[src/rtl/irqagg_pkg.sv]
// Package: shared sizes and register offsets for the interrupt aggregator.
// Assumes byte addressing with 32-bit registers at word-aligned offsets.
package irqagg_pkg;
    localparam int N_SRC  = 32;
    localparam int ADDR_W = 8;
    localparam int DATA_W = 32;
    localparam int SYNC_STAGES = 2;

    localparam logic [ADDR_W-1:0] OFS_CLEAR  = 8'h10;
    localparam logic [ADDR_W-1:0] OFS_MASK   = 8'h14;
    localparam logic [ADDR_W-1:0] OFS_STATUS = 8'h1C;

    localparam logic [N_SRC-1:0] MASK_RESET = '1;
endpackage

[src/rtl/irqagg_sync.sv]
// Module: multi-bit synchroniser chain.
// Each line is sampled through STAGES flops. Lines are independent, so the
// relative skew between them is not a concern.
module irqagg_sync #(
    parameter int WIDTH  = 32,
    parameter int STAGES = 2
) (
    input  logic             clk,
    input  logic             rst_n,
    input  logic [WIDTH-1:0] din,
    output logic [WIDTH-1:0] dout
);
    logic [WIDTH-1:0] stage_q [STAGES];

    // Shift the raw lines through the synchroniser stages.
    always_ff @(posedge clk) begin
        if (!rst_n) begin
            for (int s = 0; s < STAGES; s++) stage_q[s] <= '0;
        end else begin
            stage_q[0] <= din;
            for (int s = 1; s < STAGES; s++) stage_q[s] <= stage_q[s-1];
        end
    end

    assign dout = stage_q[STAGES-1];
endmodule

[src/rtl/irqagg_pending.sv]
// Module: bank of sticky pending latches, one per source.
// A latch sets when its synchronised line is high. It is held at zero while
// its clear bit is one.
module irqagg_pending #(
    parameter int N = 32
) (
    input  logic         clk,
    input  logic         rst_n,
    input  logic [N-1:0] line_s,
    input  logic [N-1:0] clr,
    output logic [N-1:0] pend
);
    logic [N-1:0] pend_q;
    logic [N-1:0] pend_d;

    // Per-source next state: set by the line, forced low by the clear bit.
    for (genvar i = 0; i < N; i++) begin : g_src
        assign pend_d[i] = (pend_q[i] | line_s[i]) & ~clr[i];
    end

    // Register the pending bank.
    always_ff @(posedge clk) begin
        if (!rst_n) pend_q <= '0;
        else        pend_q <= pend_d;
    end

    assign pend = pend_q;

    // a held clear bit leaves its pending bit at zero on the next edge
    a_r6_clear_holds: assert property (@(posedge clk) disable iff (!rst_n)
        (clr != '0) |=> ((pend_q & $past(clr)) == '0));

    // a high line with a zero clear bit sets the pending bit
    a_r5_line_sets: assert property (@(posedge clk) disable iff (!rst_n)
        ((line_s & ~clr) != '0) |=> ((pend_q & $past(line_s & ~clr)) == $past(line_s & ~clr)));

    // a pending bit falls only when its clear bit was one
    a_r5_sticky: assert property (@(posedge clk) disable iff (!rst_n)
        1'b1 |=> (($past(pend_q) & ~$past(clr) & ~pend_q) == '0));
endmodule

[src/rtl/irqagg_regs.sv]
// Module: register file for clear, mask and status, with a registered read.
// Assumes one access per cycle. A read happens on every cycle at bus_addr.
module irqagg_regs
    import irqagg_pkg::*;
(
    input  logic              clk,
    input  logic              rst_n,
    input  logic [ADDR_W-1:0] bus_addr,
    input  logic              bus_we,
    input  logic [DATA_W-1:0] bus_wdata,
    input  logic [N_SRC-1:0]  pend,
    output logic [N_SRC-1:0]  clr,
    output logic [N_SRC-1:0]  mask,
    output logic [DATA_W-1:0] bus_rdata
);
    logic [N_SRC-1:0]  clr_q;
    logic [N_SRC-1:0]  mask_q;
    logic [DATA_W-1:0] rdata_q;
    logic [DATA_W-1:0] rd_mux;

    // Writable registers: clear and mask. Status and other offsets are ignored.
    always_ff @(posedge clk) begin
        if (!rst_n) begin
            clr_q  <= '0;
            mask_q <= MASK_RESET;
        end else if (bus_we) begin
            if (bus_addr == OFS_CLEAR) clr_q  <= bus_wdata[N_SRC-1:0];
            if (bus_addr == OFS_MASK)  mask_q <= bus_wdata[N_SRC-1:0];
        end
    end

    // Read selection by offset. Unmapped offsets read as zero.
    always_comb begin
        rd_mux = '0;
        unique case (bus_addr)
            OFS_CLEAR:  rd_mux[N_SRC-1:0] = clr_q;
            OFS_MASK:   rd_mux[N_SRC-1:0] = mask_q;
            OFS_STATUS: rd_mux[N_SRC-1:0] = pend & ~mask_q;
            default:    rd_mux = '0;
        endcase
    end

    // Register the read data, so it appears one cycle after the address.
    always_ff @(posedge clk) begin
        if (!rst_n) rdata_q <= '0;
        else        rdata_q <= rd_mux;
    end

    assign clr       = clr_q;
    assign mask      = mask_q;
    assign bus_rdata = rdata_q;

    // a write to the status offset changes neither writable register
    a_r8_status_ro: assert property (@(posedge clk) disable iff (!rst_n)
        (bus_we && bus_addr == OFS_STATUS) |=> ($stable(clr_q) && $stable(mask_q)));

    // a write to an unmapped offset changes nothing
    a_r10_unmapped_wr: assert property (@(posedge clk) disable iff (!rst_n)
        (bus_we && bus_addr != OFS_CLEAR && bus_addr != OFS_MASK)
        |=> ($stable(clr_q) && $stable(mask_q)));

    // a read of an unmapped offset returns zero on the next cycle
    a_r10_unmapped_rd: assert property (@(posedge clk) disable iff (!rst_n)
        (bus_addr != OFS_CLEAR && bus_addr != OFS_MASK && bus_addr != OFS_STATUS)
        |=> (bus_rdata == '0));
endmodule

[src/rtl/irq_aggregator.sv]
// Module: top level of the latched interrupt aggregator.
// Path: synchroniser, then pending latches, then mask, then registered OR to the parent.
// Assumes the parent treats irq_out as a level request.
module irq_aggregator
    import irqagg_pkg::*;
(
    input  logic              clk,
    input  logic              rst_n,
    input  logic [N_SRC-1:0]  irq_lines,
    input  logic [ADDR_W-1:0] bus_addr,
    input  logic              bus_we,
    input  logic [DATA_W-1:0] bus_wdata,
    output logic [DATA_W-1:0] bus_rdata,
    output logic              irq_out
);
    logic [N_SRC-1:0] line_s;
    logic [N_SRC-1:0] pend;
    logic [N_SRC-1:0] clr;
    logic [N_SRC-1:0] mask;
    logic             irq_q;

    irqagg_sync #(.WIDTH(N_SRC), .STAGES(SYNC_STAGES)) i_sync (
        .clk(clk), .rst_n(rst_n), .din(irq_lines), .dout(line_s)
    );

    irqagg_pending #(.N(N_SRC)) i_pend (
        .clk(clk), .rst_n(rst_n), .line_s(line_s), .clr(clr), .pend(pend)
    );

    irqagg_regs i_regs (
        .clk(clk), .rst_n(rst_n), .bus_addr(bus_addr), .bus_we(bus_we),
        .bus_wdata(bus_wdata), .pend(pend), .clr(clr), .mask(mask),
        .bus_rdata(bus_rdata)
    );

    // Register the combined request from the unmasked pending bits.
    always_ff @(posedge clk) begin
        if (!rst_n) irq_q <= 1'b0;
        else        irq_q <= |(pend & ~mask);
    end

    assign irq_out = irq_q;

    // any unmasked pending bit raises irq_out on the next edge
    a_r9_irq_raise: assert property (@(posedge clk) disable iff (!rst_n)
        ((pend & ~mask) != '0) |=> irq_out);

    // with nothing unmasked pending, irq_out is low on the next edge
    a_r4_masked_quiet: assert property (@(posedge clk) disable iff (!rst_n)
        ((pend & ~mask) == '0) |=> !irq_out);
endmodule

[config.mk]
export PLATFORM = sky130hd
export DESIGN_NAME = irq_aggregator
export DESIGN_NICKNAME = d
export VERILOG_FILES = /design/src/rtl/irqagg_pkg.sv /design/src/rtl/irqagg_sync.sv /design/src/rtl/irqagg_pending.sv /design/src/rtl/irqagg_regs.sv /design/src/rtl/irq_aggregator.sv
export SDC_FILE = /design/constraint.sdc
export NUM_CORES = 1
export LEC_CHECK = 0
export BUFFER_PORTS_ARGS = -buffer_cell sky130_fd_sc_hd__buf_2
export CORE_ASPECT_RATIO = 0.7
export CORE_MARGIN = 1
export CORE_UTILIZATION = 60
export CTS_BUF_LIST = sky130_fd_sc_hd__clkbuf_16
export DETAILED_ROUTE_END_ITERATION = 10
export PLACE_DENSITY = 0.9
export SLEW_MARGIN = 10
export SYNTH_ARGS = -nofsm -noshare
export SYNTH_HDL_FRONTEND = slang
export SYNTH_SLANG_ARGS = --single-unit
[constraint.sdc]
create_clock -name clk -period 2.4 [get_ports clk]
set_input_delay 0.24 -clock clk [delete_from_list [all_inputs] [get_ports clk]]
set_output_delay 0.24 -clock clk [all_outputs]
set_load 0.02 [all_outputs]
==> flow_summary.ini, run 1 <==
[timing]
finalSetupViolations = 0
slew_viol_final = 0
hold_viol_final = 0
rsz0062_at_grt = no
worst_pin_slew_ps = 622
fin_crit_sh = 0.559
fin_ws_ps = 1060
relSlewSlack = 0.586
max_freq_mhz = 746
tns_ps = 0
clock_skew_ps = 6.83
period_needed_ps = 1340
hold_slack_ps = 17.1

[final_layout]
multi_input_area_um2 = 2680
final_cells = 963
seq_area_um2 = 3860
final_nets = 873
final_cell_mix = dfxtp_1, buf_2, nand2_1
fill_cells = 750
area_growth_pct = 18.6
mostFrequentLayoutCell = dfxtp_1
diodes = 0
drive_gt1_frac = 0.184

[synthesis]
syn-num-nets = 784
ys_seq_elements = 193
postSynthCellCount = 709
synth_seq_area_share = 0.571
yosysUniqueCellTypes = 24
synth_warnings = 0
netlist_area_um2 = 6770
syn_area_per_cell_um2 = 9.54

[floorplanning]
coreArea_um2 = 11000
die_width_um = 129
die_h_um = 90.8
die_area_um2 = 11700
start_util = 0.614
rows = 32
io-pin-count = 108

[setup_path]
crit_arrival_ps = 1610
crit_type = in2reg
critPathLaunchType = primary input
cp_max_fo = 64
crit_path_end_kind = flop
required_ps = 2670

[global_routing]
grt_remaining_overflow = 0
antenna_found_initial = 0
grt_pass1_vias = 5186
grt_max_degree = 78
grt_usage = 0.275
grt_pass1_wl_um = 24600

[detailed_routing]
viasPerCell = 5.48
wl_um = 15000
avgRoutedWirePerCell_um = 15.6
post-route-drc-count = 0
ant_nets = 0
dr.pass1.iters = 5
drtIter0Drc = 531
vias = 5273

[clock_tree]
root_buffer = clkbuf_16
holdBufCountCts = 0
numCtsBuffers = 17
clock-sinks = 193
h-tree-depth = 4
cts_setup_buffers = 0
clk_pin_slew_worst_paths_ps = 70
ctsLongestPathBuffers = 2
insertion_delay_ps = 420
cts_tree = built
cts_resized = 0

[pwr]
p_leak_uw = 0.00349
ir_worst_vdd_uv = 598
p_per_area_nw_per_um2 = 836

[place]
placed_cells = 932
place_hpwl_um = 9620
gp_congestion = 0.783
pre_cts_slack_ps = 624
port_buffers = 107

[worst_hold_path]
hold_path.class = in2reg

[flow_run]
cap_violations = 0

[run_status]
status = finished clean
[where the power goes]
group	leakage (uW)	switching, uW	internal (uW)	total (uW)
Sequential	0.00157	33.4	3290	3320
Clock	0.000319	1140	1930	3060
Combinational	0.00159	168	157	325
Total	0.00349	1340	5370	6710
[metal layers]
metal  GRT usage  vias up  routed length (um)
met3      0.0675       35                 962
met5           0        -                   0
met1       0.353     2473                6520
met2       0.437      221                7170
li1            -     2544                   -
met4       0.120        0                 365
[metrics by stage]
stage / utilization / cell area, um2 / power (uW)
2_1_floorplan: - / 6770 / 3580
3_3_place_gp: 0.670 / 7380 / 3690
3_5_place_dp: 0.670 / 7380 / 3710
4_1_cts: 0.729 / 8020 / 6740
5_1_grt: 0.729 / 8020 / 6930
6_report: 0.729 / 8020 / 6710
[worst max-delay path, stage by stage]
cell and delay [ps]:
buf_2 100, buf_4 280, nand4b_4 200, buf_4 520, o21ai_0 250
[cell families (layout without fill, tap and decap cells)]
| group | count (synthesis) | count (layout) | synth area share |
|---|---|---|---|
| AOI/OAI and AO/OA | 66 | 66 | 0.0675 |
| and+or+nand+nor | 369 | 369 | 0.281 |
| DFF | 193 | 193 | 0.571 |
| muxes | 32 | 32 | 0.0473 |
| buffers and inverters | 49 | 150 | 0.0331 |
[state kept, by name, indices dropped and copies added, names as in the netlist]
| register | cells |
|---|---|
| irq_out | 1 |
| i_pend.pend | 32 |
| i_regs.clr | 32 |
| i_regs.mask | 32 |
| i_regs.bus_rdata | 32 |
| i_sync.stage_q | 64 |
[final timing paths]
check,from,to,slack [ps],cells past startpoint
setup / recovery,bus_addr[2],i_regs.clr[21]$_SDFFE_PN0P_,1060,5
hold reg to reg,i_sync.stage_q[0][8]$_SDFF_PN0_,i_sync.stage_q[0][40]$_SDFF_PN0_,430,1
setup reg to reg,i_regs.mask[23]$_SDFFE_PN1P_,irq_out$_SDFF_PN0_,1100,4
hold / removal,irq_lines[26],i_sync.stage_q[0][26]$_SDFF_PN0_,20,2
[cell type report]
cell class	count	area share
Timing Repair Buffer	118	0.0789
Clock buffer	17	0.0530
Sequential cell	193	0.482
Clock inverter	14	0.0276
Inverter	1	0.000468
Multi-Input combinational cell	467	0.335
Tap cell	153	0.0239
[cells in the mapped netlist (all sizes together)]
cell type | number | area (um2)
nand3 | 64 | 320
o2111ai | 1 | 8.76
and4 | 1 | 8.76
nand2 | 97 | 364
o21ai | 32 | 160
buf | 21 | 119
mux2i | 32 | 320
nand4 | 9 | 56.3
nand2b | 32 | 200
inv | 1 | 3.75
nand4b | 1 | 23.8
nor4b | 1 | 23.8
clkbuf | 27 | 101
a21boi | 1 | 7.51
nor2b | 1 | 6.26
nor2 | 65 | 244
dfxtp | 193 | 3860
o22a | 32 | 280
nor3b | 32 | 240
and2 | 64 | 400
nor4 | 2 | 12.5
No activity file was read; power rests on OpenSTA's default activity.
==> run 2: changes to the inputs <==
Settings changed: ABC_AREA set to 1, CORE_UTILIZATION 60 to 56, PLACE_DENSITY 0.9 to 0.85.
Clock period 2.4 ns to 1.34 ns, I/O delays scaled along.
==> flow_summary.ini, run 2 <==
[run_status]
status = finished clean

[timing]
finalSetupViolations = 0
period_needed_ps = 1130
rsz0062_at_grt = no
clock_skew_ps = 8.36
hold_slack_ps = 171
hold_viol_final = 0
fin_crit_sh = 0.845
relSlewSlack = 0.761
max_freq_mhz = 883
worst_pin_slew_ps = 359
slew_viol_final = 0

[synthesis]
yosysUniqueCellTypes = 20
netlist_area_um2 = 7200
synth.top_cell.area_share = 0.537
synth_most_common_cell = nand2_1
async_flop_share = 0
syn-num-nets = 1042
synth-edff-count = 0
synth_seq_area_share = 0.537
ys_seq_elements = 193
synth_top_cells_by_count = nand2_1, dfxtp_1, inv_1, nor2_1, nand3_1
postSynthCellCount = 967
syn_area_per_cell_um2 = 7.45
synth_largest_area_cell = dfxtp_1
synth_warnings = 0
synthTopCellsByArea = dfxtp_1, nand2_1, inv_1
synth_ff_type = dfxtp_1

[final_layout]
multi_input_area_um2 = 2440
diodes = 0
regMostFlops = i_sync.stage_q
drive_gt1_frac = 0.142
mostFrequentLayoutCell = nand2_1
fill_cells = 887
final_nets = 1205
final_cell_mix = nand2_1, dfxtp_1, inv_1
largest_reg_flops = 64
seq_area_um2 = 3860
area_growth_pct = 26.8

[clock_tree]
insertion_delay_ps = 430
ctsLongestPathBuffers = 2
cts_resized = 0
root_buffer = clkbuf_16
h-tree-depth = 4
cts_tree = built
clk_pin_slew_worst_paths_ps = 70
clock-sinks = 193
numCtsBuffers = 17

[floorplanning]
io-pin-count = 108
die_area_um2 = 13300
rows = 34
coreArea_um2 = 12500
die_width_um = 138
die_h_um = 96.9
start_util = 0.578

[place]
port_buffers = 107
gp_congestion = 0.784
place_hpwl_um = 10200

[worst_hold_path]
hold_path.class = in2reg
min-delay-start = rst_n

[setup_path]
cp_max_fo = 3
reg2reg_from = i_regs.mask[5]$_SDFFE_PN1P_
crit_path_end_kind = flop
crit_type = reg2reg
critPathLaunchType = flop
required_ps = 1650
crit_arrival_ps = 1450
cp-startpoint = i_regs.mask[5]$_SDFFE_PN1P_

[pwr]
total_power_uw = 11100
p_per_area_nw_per_um2 = 1220
p_leak_uw = 0.00501
ir_worst_vdd_uv = 997

[detailed_routing]
avgRoutedWirePerCell_um = 13.5
ant_nets = 0
viasPerCell = 5.00
dr.pass1.iters = 6
drtIter0Drc = 501
post-route-drc-count = 0
vias = 6529
wl_um = 17600

[global_routing]
grt_pass1_wl_um = 28800
grt_remaining_overflow = 0
grt_max_degree = 53
antenna_found_initial = 0
grt_pass1_vias = 6241
grt_usage = 0.278

[flow_run]
cap_violations = 0
run 2: per-layer routing:
metal  vias to the layer above  wire length (um)  global-route usage
met4                         0               259              0.0921
met1                      2948              7450               0.355
met5                         -                 0                   0
met2                       287              8400               0.453
met3                        32              1470              0.0708
li1                       3262                 -                   -
run 2: kinds of logic after synthesis:
logic type,synth area share
and+or+nand+nor,0.305
buffers and inverters,0.124
DFF,0.537
AOI/OAI and AO/OA,0.0341
run 2: area by class of cell:
| cell class | instances | share of cell area |
|---|---|---|
| Clock buffer | 17 | 0.0466 |
| Tap cell | 162 | 0.0222 |
| Sequential cell | 193 | 0.423 |
| Multi-Input combinational cell | 558 | 0.268 |
| Clock inverter | 15 | 0.0104 |
| Inverter | 170 | 0.0700 |
| Timing Repair Buffer | 190 | 0.160 |
run 2: metrics by stage:
step           instances  area (um2)   util  setup TNS, ps  setup WS [ps]
2_1_floorplan        967        7200      -              0            245
3_3_place_gp        1209        7970  0.639              0           43.1
3_5_place_dp        1209        7970  0.639          -11.9          -9.62
4_1_cts             1305        9130  0.732              0            246
5_1_grt             1305        9130  0.732              0           87.6
6_report            1305        9130  0.732              0            208
run 2: critical path: stages, from the launching register on:
cell and delay, ps:
dfxtp_1 330, inv_1 70, nand2_1 60, nand2_1 60, nor2_1 200, nand2_1 110
nor2_1 110, a21oi_1 70
run 2: where the power goes:
part | switching (uW) | total, uW | internal [uW]
Combinational | 340 | 663 | 323
Sequential | 72.3 | 5960 | 5880
Clock | 2170 | 4520 | 2350
run 2: repair_timing:
action                                  4_1_cts  5_1_grt
hold buffers                                 64        0
hold endpoints to repair                     64        0
endpoints found under the setup margin        0        0
buffers inserted                              0        0
run 2: final timing paths:
kind	endpoint	slack, ps	cells after the start
max	irq_out$_SDFF_PN0_	210	7
min	i_regs.mask[22]$_SDFFE_PN1P_	170	3
min reg2reg	i_sync.stage_q[0][41]$_SDFF_PN0_	410	2
max reg2reg	irq_out$_SDFF_PN0_	210	7
